### config.mk
export PLATFORM = sky130hd
export DESIGN_NAME = cap_timer
export DESIGN_NICKNAME = d
export VERILOG_FILES = /design/src/rtl/cap_timer.sv
export SDC_FILE = /design/constraint.sdc
export NUM_CORES = 1
export LEC_CHECK = 0
export ABC_AREA = 0
export CORE_ASPECT_RATIO = 0.5
export CORE_UTILIZATION = 50
export CTS_CLUSTER_DIAMETER = 120
export CTS_CLUSTER_SIZE = 8
export DETAILED_ROUTE_END_ITERATION = 8
export GPL_TIMING_DRIVEN = 1
export MAX_ROUTING_LAYER = met4
export PLACE_DENSITY = 0.73
export SLEW_MARGIN = 30
export SYNTH_ARGS = -nofsm -noshare
export SYNTH_HDL_FRONTEND = slang
export SYNTH_SLANG_ARGS = --single-unit
### constraint.sdc
create_clock -name clk -period 3.8 [get_ports clk]
set_clock_uncertainty 0.05 [all_clocks]
set_input_delay 0.57 -clock clk [delete_from_list [all_inputs] [get_ports clk]]
set_output_delay 0.57 -clock clk [all_outputs]
set_load 0.05 [all_outputs]
### src/rtl/cap_timer.sv
module cap_timer #(
  parameter int CW     = 32,
  parameter int NCAP   = 4,
  parameter int TAP_LO = 6,
  parameter int NTAP   = 8,
  parameter int AW     = 4
) (
  input  logic            clk,
  input  logic            rst_n,
  input  logic            tick,
  input  logic [NCAP-1:0] cap_pin,
  input  logic            alt_strobe,
  input  logic            wr_en,
  input  logic [AW-1:0]   addr,
  input  logic [CW-1:0]   wdata,
  output logic [CW-1:0]   rdata,
  output logic            irq,
  output logic [NCAP-1:0] dma_req,
  output logic [NTAP-1:0] adc_trig
);
  localparam int ALT  = 2*NCAP;
  localparam int RLO  = ALT + 4;
  localparam int CFGW = RLO + NCAP;
  localparam int ILO  = 8;
  localparam int SW   = ILO + NTAP;
  localparam int A_CFG = NCAP + 1;
  localparam int A_ST  = NCAP + 2;
  localparam int A_IEN = NCAP + 3;
  localparam int A_AEN = NCAP + 4;

  logic [CW-1:0]   cnt;
  logic [CW-1:0]   cap [NCAP];
  logic [NCAP-1:0] s1, s2, s3, hit;
  logic [CFGW-1:0] cfg;
  logic [NCAP-1:0] cflag;
  logic            oflag;
  logic [NTAP-1:0] iflag, aen, evt;
  logic [SW-1:0]   ien, stat, clr;
  logic            wr_cnt, adv, ovf_evt;

  assign wr_cnt  = wr_en && addr == AW'(0);
  assign adv     = tick && !wr_cnt;
  assign ovf_evt = adv && (&cnt);
  assign clr     = (wr_en && addr == AW'(A_ST)) ? wdata[SW-1:0] : '0;

  for (genvar j = 0; j < NTAP; j++) begin : g_tap
    assign evt[j] = adv && (&cnt[TAP_LO+j-1:0]) && !cnt[TAP_LO+j];
  end

  for (genvar i = 0; i < NCAP; i++) begin : g_cap
    logic pin_hit;
    assign pin_hit = (cfg[2*i] && s2[i] && !s3[i]) || (cfg[2*i+1] && !s2[i] && s3[i]);
    if (i == NCAP-1) begin : g_alt
      assign hit[i] = cfg[ALT] ? alt_strobe : pin_hit;
    end else begin : g_pin
      assign hit[i] = pin_hit;
    end
    always_ff @(posedge clk or negedge rst_n)
      if (!rst_n)      cap[i] <= '0;
      else if (hit[i]) cap[i] <= cnt;
  end

  always_ff @(posedge clk or negedge rst_n) begin
    if (!rst_n) begin
      cnt <= '0; s1 <= '0; s2 <= '0; s3 <= '0;
      cfg <= '0; ien <= '0; aen <= '0;
      cflag <= '0; oflag <= 1'b0; iflag <= '0; adc_trig <= '0;
    end else begin
      if (wr_cnt)   cnt <= wdata;
      else if (tick) cnt <= cnt + CW'(1);
      s1 <= cap_pin; s2 <= s1; s3 <= s2;
      if (wr_en && addr == AW'(A_CFG)) cfg <= wdata[CFGW-1:0];
      if (wr_en && addr == AW'(A_IEN)) ien <= wdata[SW-1:0];
      if (wr_en && addr == AW'(A_AEN)) aen <= wdata[NTAP-1:0];
      cflag    <= (cflag & ~clr[NCAP-1:0]) | hit;
      oflag    <= (oflag & ~clr[NCAP]) | ovf_evt;
      iflag    <= (iflag & ~clr[ILO +: NTAP]) | evt;
      adc_trig <= evt & aen;
    end
  end

  assign stat    = {iflag, {(ILO-NCAP-1){1'b0}}, oflag, cflag};
  assign dma_req = cflag & cfg[RLO +: NCAP];
  assign irq     = |(stat & ien & ~SW'(dma_req));

  always_comb begin
    rdata = '0;
    if (addr == AW'(0)) rdata = cnt;
    else if (int'(addr) <= NCAP) rdata = cap[int'(addr)-1];
    else if (addr == AW'(A_CFG)) rdata = CW'(cfg);
    else if (addr == AW'(A_ST))  rdata = CW'(stat);
    else if (addr == AW'(A_IEN)) rdata = CW'(ien);
    else if (addr == AW'(A_AEN)) rdata = CW'(aen);
  end
endmodule


== Word level (Yosys, flattened, before mapping) ==
Cells that the tools add are included.

* Flip-flop bits (word level): 233
* Bits of input ports: 45
* Output and inout bits: 45
* Word-level logic and storage cells: 123

* $add $sub $neg: 2
* Order comparisons: 2
* Eq/ne operators: 4
* Multiplexer cells: 13
* Bitwise operators: 15
* Reduce and logical (&&, ||, !) cells: 72

{| class="wikitable"
|+ Operators with widths
! cell !! count
|-
| two-way mux 32 bit || 6
|-
| binary-select mux 32 bit (select 2 bit) || 1
|-
| two-way mux 16 bit || 4
|-
| logical AND 1 bit || 39
|-
| adder 32 x 1 -> 32 bit (second input constant) || 1
|-
| AND 16 bit || 2
|-
| greater-or-equal comparator 32 x 3 -> 1 bit (second input constant) || 1
|-
| NOT 32 bit || 1
|-
| AND reduction 32 bit || 1
|-
| zero test 1 bit || 17
|-
| AND 8 bit || 2
|-
| NOT 4 -> 16 bit || 1
|-
| OR reduction 16 bit || 1
|-
| AND reduction 13 bit || 1
|-
| equality test 4 x 3 -> 1 bit (second input constant) || 3
|-
| AND reduction 12 bit || 1
|-
| AND reduction 11 bit || 1
|-
| AND reduction 10 bit || 1
|-
| AND reduction 9 bit || 1
|-
| AND 4 bit || 2
|-
| two-way mux 8 bit || 1
|-
| NOT 8 bit || 1
|-
| OR 8 bit || 1
|-
| AND reduction 8 bit || 1
|-
| 14 further kinds || 17
|}

== Logic depth before layout (Yosys ltp) ==
Gate-level depths: netlist of run 1.

* Depth in word-level cells: 7
* Gate-level depth with buffers: 12
* Gate-level depth less buffers: 7

== Worst setup path after synthesis of run 1 ==
Ideal clock, no wire load.

* Kind: input-to-output
* From: input port addr[0]
* To: output port rdata[5]
* Data arrival time: 3.287 ns
* Setup slack: -0.107 ns
* Stages on the path: 10
* Buffers on the path: 4
* Path through: buf_2 > buf_2 > inv_1 > ha_1 > nor2b_1 > buf_2 > nand2b_1 > clkbuf_1 > o21ai_0 > o21ai_0

* Longest elaborated chain between the ends: 7

{| class="wikitable"
|+ Ends and longest elaborated chain
! item !! line !! source
|-
| start, declared || 14 || <nowiki>input logic [AW-1:0] addr,</nowiki>
|-
| subtractor 4 x 1 -> 5 bit / equality test 4 bit (equally long branches) || 89, 93 ||
|-
| NOT 32 bit (implied by the code) / two-way mux 8 bit (equally long branches) || 89, 93 ||
|-
| binary-select mux 32 bit (select 2 bit) / two-way mux 16 bit (equally long branches) || 89, 92 ||
|-
| two-way mux 32 bit (implied by the code) / two-way mux 16 bit (equally long branches) || 89, 91 ||
|-
| two-way mux 32 bit (implied by the code) / two-way mux 16 bit (equally long branches) || 89, 90 ||
|-
| two-way mux 32 bit || 89 || <nowiki>else if (int'(addr) <= NCAP) rdata = cap[int'(addr)-1];</nowiki>
|-
| two-way mux 32 bit (*) || 88 || <nowiki>if (addr == AW'(0)) rdata = cnt;</nowiki>
|-
| end, declared || 16 || <nowiki>output logic [CW-1:0] rdata,</nowiki>
|}

Mark *: on every way between the ends. The rest lies on a longest branch, timed or not. The select of a mux whose other input is x is not followed.

== Worst setup path after layout of run 1 ==
* From: input port addr[1]
* To: output port rdata[13]

* Longest elaborated chain between the ends: 7

{| class="wikitable"
|+ Ends and longest elaborated chain
! item !! line
|-
| subtractor 4 x 1 -> 5 bit || 89
|-
| NOT 32 bit (implied by the code) || 89
|-
| binary-select mux 32 bit (select 2 bit) || 89
|-
| two-way mux 32 bit (implied by the code) (2 in series) || 89
|-
| two-way mux 32 bit || 89
|-
| two-way mux 32 bit (*) || 88
|}

Marks and branches as above.

==> results.md, run 1 <==
- The total overflow left after global routing is 0.
- The first global-routing pass estimated 46,100 µm of wire.
- Final hold analysis gives a worst-case slack of 41.2 ps.
- Static timing analysis puts the maximum clock frequency at 281 MHz.
- The wire length per cell after detailed routing is 23.2 µm.
- Of the cells placed in the final design, the portion with a size suffix greater than 1 is 33.8%.
- The critical path's largest stage delay is 470 ps.
- The main flop type after synthesis is sky130_fd_sc_hd__dfrtp_1.
- Of all nets on the critical path, the largest fanout is 28.
- The cell chosen for the clock root is sky130_fd_sc_hd__clkbuf_16.
- 90 I/O pins were placed.
- The biggest area contributor in the post-synthesis netlist is sky130_fd_sc_hd__dfrtp_1.
- The pin count of the biggest net entering global routing is 105.
- By count the netlist is led by 233 x sky130_fd_sc_hd__dfrtp_1, 170 x sky130_fd_sc_hd__mux2_2, 77 x sky130_fd_sc_hd__nand2_1, 40 x sky130_fd_sc_hd__o21ai_0, 39 x sky130_fd_sc_hd__buf_2.
- The final estimated routing congestion in global placement is 1.06.
- The via count is 7,743.
- STA classifies the critical path endpoint as an output port.
- The floorplan step defined a core boundary enclosing 21,700 µm².
- In this run, the number of DRC markers left after iteration 0 of detailed routing was 760.
- The path class of the lowest-slack min-delay path is input port to asynchronous set/reset pin.
- The floorplan step defined a die boundary enclosing 22,900 µm².
- By area the synthesized netlist is led by sky130_fd_sc_hd__dfrtp_1 52%, sky130_fd_sc_hd__mux2_2 17%, sky130_fd_sc_hd__mux4_2 6.5%, sky130_fd_sc_hd__nand2_1 2.6%, sky130_fd_sc_hd__o21ai_0 1.8%.
- The distinct cell type count after synthesis is 54.
- The number of enable flip-flop cells after synthesis is 0.
- The initial antenna violation count is 1.
- The final instance area is 13,600 µm².
- The H-tree was split into 2 levels.
- The net count of the mapped netlist is 931.
- STA classifies the critical path startpoint as an input port.
- The clock-pin slew on the worst setup and hold paths is 50 ps.
- The TritonCTS clock tree is built.
- The share of the core filled with cells is 62.4%.
- The net count of the finished layout is 1,017.
- The worst setup slack for register-to-register paths is 1260 ps.
- For this run, the total global-route usage over all layers was measured as 27.8%.
- Before antenna repair, the detailed router went through 5 iterations.
- Across the VDD grid, the largest voltage drop is 266 µV.
- The number of placed instances, taps included, is 1,228.
- The time the worst path needs with I/O delays and setup is 3550 ps.
- The vertical extent of the die is 107 µm.
- The total of hold buffers inserted after clock tree synthesis is 0.
- The reported leakage power is 0.00576 µW.
- The critical setup path kind is input port to output port.
- The sequential fraction of the synthesis area is 52.5%.
- The critical path goes through clkdlybuf4s50_1, inv_1, ha_1, nor2b_1, nor2b_2, buf_12, a221oi_1, a21oi_1, buf_4.
- Detailed placement finished with a half-perimeter wire length of 19,700 µm.
- The worst endpoint required time is 3180 ps.
- For the worst setup path, the data arrival time is 2930 ps.
- The number of pins exceeding their max-slew limit in the final report is 0.
- In this run the tightest slew margin relative to its limit is 33.3%.
- Setup repair after global routing left no endpoint under its margin.
- The total negative setup slack is 0 ps.
- The proportion of netlist area held by the largest area contributor is 52.5%.
- Summing every instance area after synthesis gives 11,100 µm².
- The initial utilization of the core area, before any placement, comes to 51.1%.
- The die boundary width is 213 µm.
- The number of instances in the synthesized netlist is 880.
- The post-synthesis async set-or-reset flop share is 100%.
- Dividing the final minimum period by the clock period gives 93.5%.
- At the pin with the least slew margin, the transition time is 997 ps.
- Once layout is complete, the cells apart from fillers number 1,270.
- Dividing the detail-routed via count by the number of cells gives 6.10.
- Wires add up to 29,400 µm.
- For this run, the number of Yosys warnings is 0.
- The clock reaches the later pin of the worst-skew pair after 510 ps.
- The clock tree buffer depth is 3.
- The flow ran to the end, and the final reports show no timing, DRC or antenna violations.
- The post-CTS repair timing setup buffer count is 0.
- After floorplanning, the core was divided into 38 placement rows.
- The number of endpoints failing setup at the final stage is 0.
- The number of gates given a new drive strength after cts is 0.
- The count of buffers inserted at the top-level ports is 89.
- The number of clock sinks is 233.
- The count of final hold-check violations is 0.
- After detailed placement, the total cell area comes to 12,600 µm².
- The post-synthesis to final-layout area growth is 22.0%.
- For this run, design rule violations remaining after detail routing come to 0.
- The CTS buffer count is 35.
- The via count of the first global-routing pass is 7,957.
- For this design the ratio of total power to cell area is 686 nW/µm².
- The standard cell with the maximum stage delay on the critical path is sky130_fd_sc_hd__nor2b_1.
- The average footprint of a synthesized cell is 12.6 µm².
- The post-synthesis register bit count is 233.
- Across the run, the number of max-cap violations was 0.
- Yosys instantiated no cell more often than sky130_fd_sc_hd__dfrtp_1.
- Once detail routing completed, the nets flagged for antenna violations numbered 0.
## layout make-up
| cell class | instances | area [µm²] |
|---|---|---|
| fillers | 1651 | 8170 |
| flip-flops and latches | 233 | 5830 |
| multi-input cells | 569 | 4970 |
| repair buffers | 116 | 1400 |
| clock buffers | 37 | 905 |
| well taps | 300 | 375 |
| inverters | 11 | 41.3 |
| clock inverters | 3 | 33.8 |
| diodes | 1 | 2.50 |
## routing by layer
metal	wire (µm)	part of all wire, %	GRT usage (%)
met1	13300	45	38.8
met2	13200	45	41.2
met3	2050	7.0	5.54
met4	786	2.7	8.63
met5	0	0	-
## worst max-delay path: cells and delay by family
family                     cells  cell delay, ps
adders and majority gates      1             290
and+or+nand+nor                2             770
AOI/OAI and AO/OA              2             290
buffers and inverters          4            1000
## metrics by stage
| step | total power [µW] | worst slack (ps) |
|---|---|---|
| after floorplan | 5660 | 262 |
| after global placement | 6430 | 353 |
| after detailed placement | 6580 | 310 |
| after CTS | 9330 | 309 |
| after global routing | 9730 | 157 |
| final | 9300 | 247 |
## registers in the layout, summed over array words and instances (netlist names), 4 cells and up
signal and count:
cap 128, cnt 32, cfg 16, ien 16
adc_trig 8, aen 8, iflag 8, cflag 4
s1 4, s2 4, s3 4
## cells by family after synthesis
logic type	synth area share, %
AND/OR/NAND/NOR	9.08
buffers and inverters	3.24
multiplexers	23.9
flip-flops	52.5
adder cells (fa/ha/maj)	0.676
XOR/XNOR	2.36
AO/OA/AOI/OAI	8.27
## path summary, 6_finish.rpt
path / from / end / cells after the start
max: addr[1] / rdata[13] / 9
min: rst_n / s2[3] / 1
max reg2reg: cnt[6] / adc_trig[6] / 4
min reg2reg: s1[0] / s2[0] / 0
max in group asynchronous: rst_n / cap[23] / 2
min in group clk: s1[0] / s2[0] / 0
## cell usage in the layout (no fill, tap or decap), types with 2 or more instances in the layout
| master | n |
|---|---|
| sky130_fd_sc_hd__dfrtp_1 | 233 |
| sky130_fd_sc_hd__mux2_2 | 170 |
| sky130_fd_sc_hd__nand2_1 | 77 |
| sky130_fd_sc_hd__clkdlybuf4s50_1 | 55 |
| sky130_fd_sc_hd__o21ai_0 | 37 |
| sky130_fd_sc_hd__clkbuf_16 | 36 |
| sky130_fd_sc_hd__mux4_2 | 32 |
| sky130_fd_sc_hd__buf_12 | 29 |
| sky130_fd_sc_hd__buf_4 | 29 |
| sky130_fd_sc_hd__nor2_1 | 26 |
| sky130_fd_sc_hd__o21ai_1 | 22 |
| sky130_fd_sc_hd__a22o_1 | 17 |
| sky130_fd_sc_hd__xor2_1 | 16 |
| sky130_fd_sc_hd__xnor2_1 | 14 |
| sky130_fd_sc_hd__a22oi_1 | 12 |
| sky130_fd_sc_hd__nand4_1 | 12 |
| sky130_fd_sc_hd__nand3_1 | 11 |
| sky130_fd_sc_hd__inv_1 | 11 |
| sky130_fd_sc_hd__and2_1 | 11 |
| sky130_fd_sc_hd__a221oi_1 | 11 |
| sky130_fd_sc_hd__a21o_1 | 11 |
| sky130_fd_sc_hd__a21oi_1 | 7 |
| sky130_fd_sc_hd__nor3_1 | 7 |
| sky130_fd_sc_hd__and3_1 | 6 |
| sky130_fd_sc_hd__ha_1 | 6 |
| sky130_fd_sc_hd__o221a_2 | 5 |
| sky130_fd_sc_hd__nor4_1 | 5 |
| sky130_fd_sc_hd__nor2b_1 | 4 |
| sky130_fd_sc_hd__and4_1 | 4 |
| sky130_fd_sc_hd__nand3_2 | 4 |
| sky130_fd_sc_hd__nand3b_1 | 4 |
| sky130_fd_sc_hd__o21ai_4 | 4 |
| sky130_fd_sc_hd__a32oi_1 | 3 |
| sky130_fd_sc_hd__a211oi_1 | 3 |
| sky130_fd_sc_hd__nor3_2 | 2 |
| sky130_fd_sc_hd__nand2b_1 | 2 |
| sky130_fd_sc_hd__nor2_4 | 2 |
| sky130_fd_sc_hd__nand2_2 | 2 |
| sky130_fd_sc_hd__a31oi_1 | 2 |
| sky130_fd_sc_hd__mux2i_1 | 2 |
## power by group
group          leakage (µW)  switching [µW]  internal, µW
combinational       0.00239            1100          1400
clock              0.000460            1040          1670
sequential          0.00291             713          3360
Note: power is estimated with default switching activity, not from simulation.
==> run 2, diff against run 1 <==
- CELL_PAD_IN_SITES_DETAIL_PLACEMENT: default -> 0
- CELL_PAD_IN_SITES_GLOBAL_PLACEMENT: default -> 1
- CORE_UTILIZATION: 50 -> 48
- PLACE_DENSITY: 0.73 -> 0.83
- SKIP_CTS_REPAIR_TIMING: default -> 1
==> run 2 against run 1 <==
Hold slack lost 35 ps; global-route usage shrank 1.2 points; largest power group unchanged; combinational power shrank 2%; cell area shrank 0.74%; die area grew 4.1%; worst setup slack gained 56 ps; routed wire length shrank 0.70%; utilization shrank 1.7 points; via count shrank 2.3%; register-to-register slack gained 50 ps; clock power is essentially flat; critical path type unchanged; non-clock buffer count shrank 2; highest routed layer unchanged.
==> results.md, run 2 (synthesized netlist as in run 1, its figures left out) <==
- The number of clock sinks is 233 (unchanged).
- The final critical-path share of the clock period is 92.0% (was 93.5%).
- The max-cap check violation count was 0 (unchanged).
- The final antenna diode count came to 0 (was 1).
- The reported leakage power is 0.00573 µW (was 0.00576 µW).
- The count of nets left with antenna violations after detail routing is 0 (unchanged).
- The vertical extent of the die was 110 µm (was 107 µm).
- The pin slew with the least headroom to its limit was 951 ps (was 997 ps).
- Result of the run: finished clean (unchanged).
- The total wire length after detailed routing came to 29,200 µm (was 29,400 µm).
- The kind of start point of the critical path is an input port (unchanged).
- The later-pin clock latency in the skew report is 510 ps (about the same).
- The worst setup path startpoint is addr[1] (unchanged).
- The clock-pin slew on the worst setup and hold paths came to 40 ps (was 50 ps).
- The critical setup path kind is input port to output port (unchanged).
- The relative max-transition margin is 36.4% (was 33.3%).
- The most common cell after layout, fill and taps aside is sky130_fd_sc_hd__dfrtp_1 (unchanged).
- The number of logic stages on the critical path including buffering came to 9 (unchanged).
- The via count was 7,563 (was 7,743).
- The number of iterations in the first detailed-routing pass was 7 (was 5).
- The highest ir drop seen on vdd was 306 µV (was 266 µV).
- The wire length per cell after detailed routing is 23.0 µm (was 23.2 µm).
- The total negative setup slack is 0 ps (unchanged).
- The final estimated routing congestion in global placement was 0.901 (was 1.06).
- The path class of the lowest-slack min-delay path is input port to asynchronous set/reset pin (unchanged).
- Regs by FF count: cap (128), cnt (32) (unchanged).
- The worst reg2reg path startpoint is cnt[6] (unchanged).
- The slack of the critical path is 303 ps (was 247 ps).
- The worst endpoint required time was 3180 ps (about the same).
- The maximum clock frequency is 286 MHz (was 281 MHz).
- The data arrival time at the worst-slack endpoint is 2880 ps (was 2930 ps).
- The flip-flop count of the largest register after layout was 128 (unchanged).
- The worst reg2reg path depth is 4 (unchanged).
- The placement row count is 38 (unchanged).
- The fraction of layout cells with a size suffix above 1 is 33.7% (was 33.8%).
- The net count of the finished layout is 1,015 (was 1,017).
- The I/O pin count was 90 (unchanged).
- Most frequent cells in the layout: 233 x sky130_fd_sc_hd__dfrtp_1, 170 x sky130_fd_sc_hd__mux2_2, 77 x sky130_fd_sc_hd__nand2_1 (unchanged).
- The critical path endpoint category is an output port (unchanged).
- The highest fanout seen on the critical path was 28 (unchanged).
- The register name with the most flops is cap (unchanged).
- The filler cell count is 1,804 (was 1,651).
- The first-pass GRT wire length was 46,100 µm (about the same).
- The pin count of the biggest net entering global routing was 86 (was 105).
- List of cells traversed by the critical path: clkdlybuf4s50_1, inv_1, ha_1, nor2b_1, nor2b_2, buf_12, a221oi_1, nor2_1, buf_4 (was clkdlybuf4s50_1, inv_1, ha_1, nor2b_1, nor2b_2, buf_12, a221oi_1, a21oi_1, buf_4).
- The H-tree level count is 2 (unchanged).
- The time the worst path needs with I/O delays and setup is 3500 ps (was 3550 ps).
- The count of buffers inserted at the top-level ports is 89 (unchanged).
- The via count of the first global-routing pass is 8,015 (was 7,957).
- The standard cell with the maximum stage delay on the critical path is sky130_fd_sc_hd__clkdlybuf4s50_1 (was sky130_fd_sc_hd__nor2b_1).
- The number of endpoints failing setup at the final stage is 0 (unchanged).
- The CTS buffer count is 35 (unchanged).
- The reg-to-reg endpoint was adc_trig[5] (was adc_trig[6]).
- The via count normalized by instance count is 5.97 (was 6.10).
- The number of DRC violations after detailed-routing iteration 0 is 610 (was 760).
- The worst setup slack for register-to-register paths is 1310 ps (was 1260 ps).
- The detailed placement HPWL is 19,800 µm (was 19,700 µm).
- The sum of buffers and inverters on the critical path is 4 (unchanged).
- Setup repair after global routing missed its margin: no (unchanged).
- The cell chosen for the clock root is sky130_fd_sc_hd__clkbuf_16 (unchanged).
- The die boundary width was 217 µm (was 213 µm).
- The end point of the critical path is rdata[9] (was rdata[13]).
- The area of the die is 23,800 µm² (was 22,900 µm²).
- The pre-CTS worst setup slack came to 337 ps (was 310 ps).
- The final routed DRC violation total was 0 (unchanged).
- The initial cell density of the core was 50.1% (was 51.1%).
- The count of final hold-check violations is 0 (unchanged).
- The clock tree buffer depth was 3 (unchanged).
- The overall track demand over capacity in global routing is 26.6% (was 27.8%).
- The category of cells accounting for the largest share of critical-path delay is buffers and inverters (unchanged).
- The number of pins exceeding their max-slew limit in the final report is 0 (unchanged).
- The initial antenna violation count is 0 (was 1).
- The critical path's largest stage delay came to 450 ps (was 470 ps).
- The area of the core is 22,200 µm² (was 21,700 µm²).
- The power per standard cell area is 688 nW/µm² (was 686 nW/µm²).
- The post-synthesis to final-layout area growth is 21.1% (was 22.0%).
- The TritonCTS clock tree is built (unchanged).
- The total global routing overflow is 0 (unchanged).
## run 2: through the flow
stage,hold WS (ps),utilization (%),total power [µW],area [µm²],std cells
after global placement,287,56.5,6410,12500,1227
after global routing,54.7,60.7,9720,13500,1267
after floorplan,224,-,5660,11100,880
final,6.31,60.7,9260,13500,1267
after detailed placement,288,56.5,6560,12500,1227
after CTS,34.9,60.7,9320,13500,1267
## run 2: cell type report
| cell class | instances | area [µm²] | area share [%] |
|---|---|---|---|
| Multi-Input combinational cell | 569 | 4970 | 37.0 |
| Timing Repair Buffer | 114 | 1300 | 9.65 |
| Inverter | 11 | 41.3 | 0.307 |
| Tap cell | 300 | 375 | 2.79 |
| Clock inverter | 3 | 33.8 | 0.251 |
| Clock buffer | 37 | 905 | 6.72 |
| Sequential cell | 233 | 5830 | 43.3 |
## run 2: worst min-delay path by stage
stage	from	slack, ps	to
CTS	rst_n	30	cap[115]
detailed placement	s1[0]	290	s2[0]
global placement	s1[3]	290	s2[3]
finish	rst_n	6	cap[116]
floorplan	rst_n	220	adc_trig[0]
global route	rst_n	50	cap[52]
## run 2: report_power, final
part / switching [µW] / leakage, µW / internal, µW / total (µW)
Clock: 1070 / 0.000460 / 1670 / 2740
Combinational: 1090 / 0.00235 / 1370 / 2460
Sequential: 695 / 0.00291 / 3360 / 4060
Total: 2850 / 0.00573 / 6410 / 9250
## run 2: worst register-to-register path, delay by kind of cell (launching register included)
family | cells | cell delay (ps)
DFF | 1 | 700
and+or+nand+nor | 4 | 1670
## run 2: routing by layer
| metal | routed length, µm | track usage, % | vias up |
|---|---|---|---|
| li1 | - | - | 3351 |
| met1 | 13700 | 37.3 | 3946 |
| met2 | 13200 | 40.4 | 225 |
| met3 | 1830 | 5.20 | 41 |
| met4 | 452 | 5.89 | 0 |
| met5 | 0 | - | - |
==> run 3, diff against run 2 <==
- SLEW_MARGIN: 30 -> 20
==> results of run 3 <==
Final layout, timing and power as in run 2 (identical DEF).
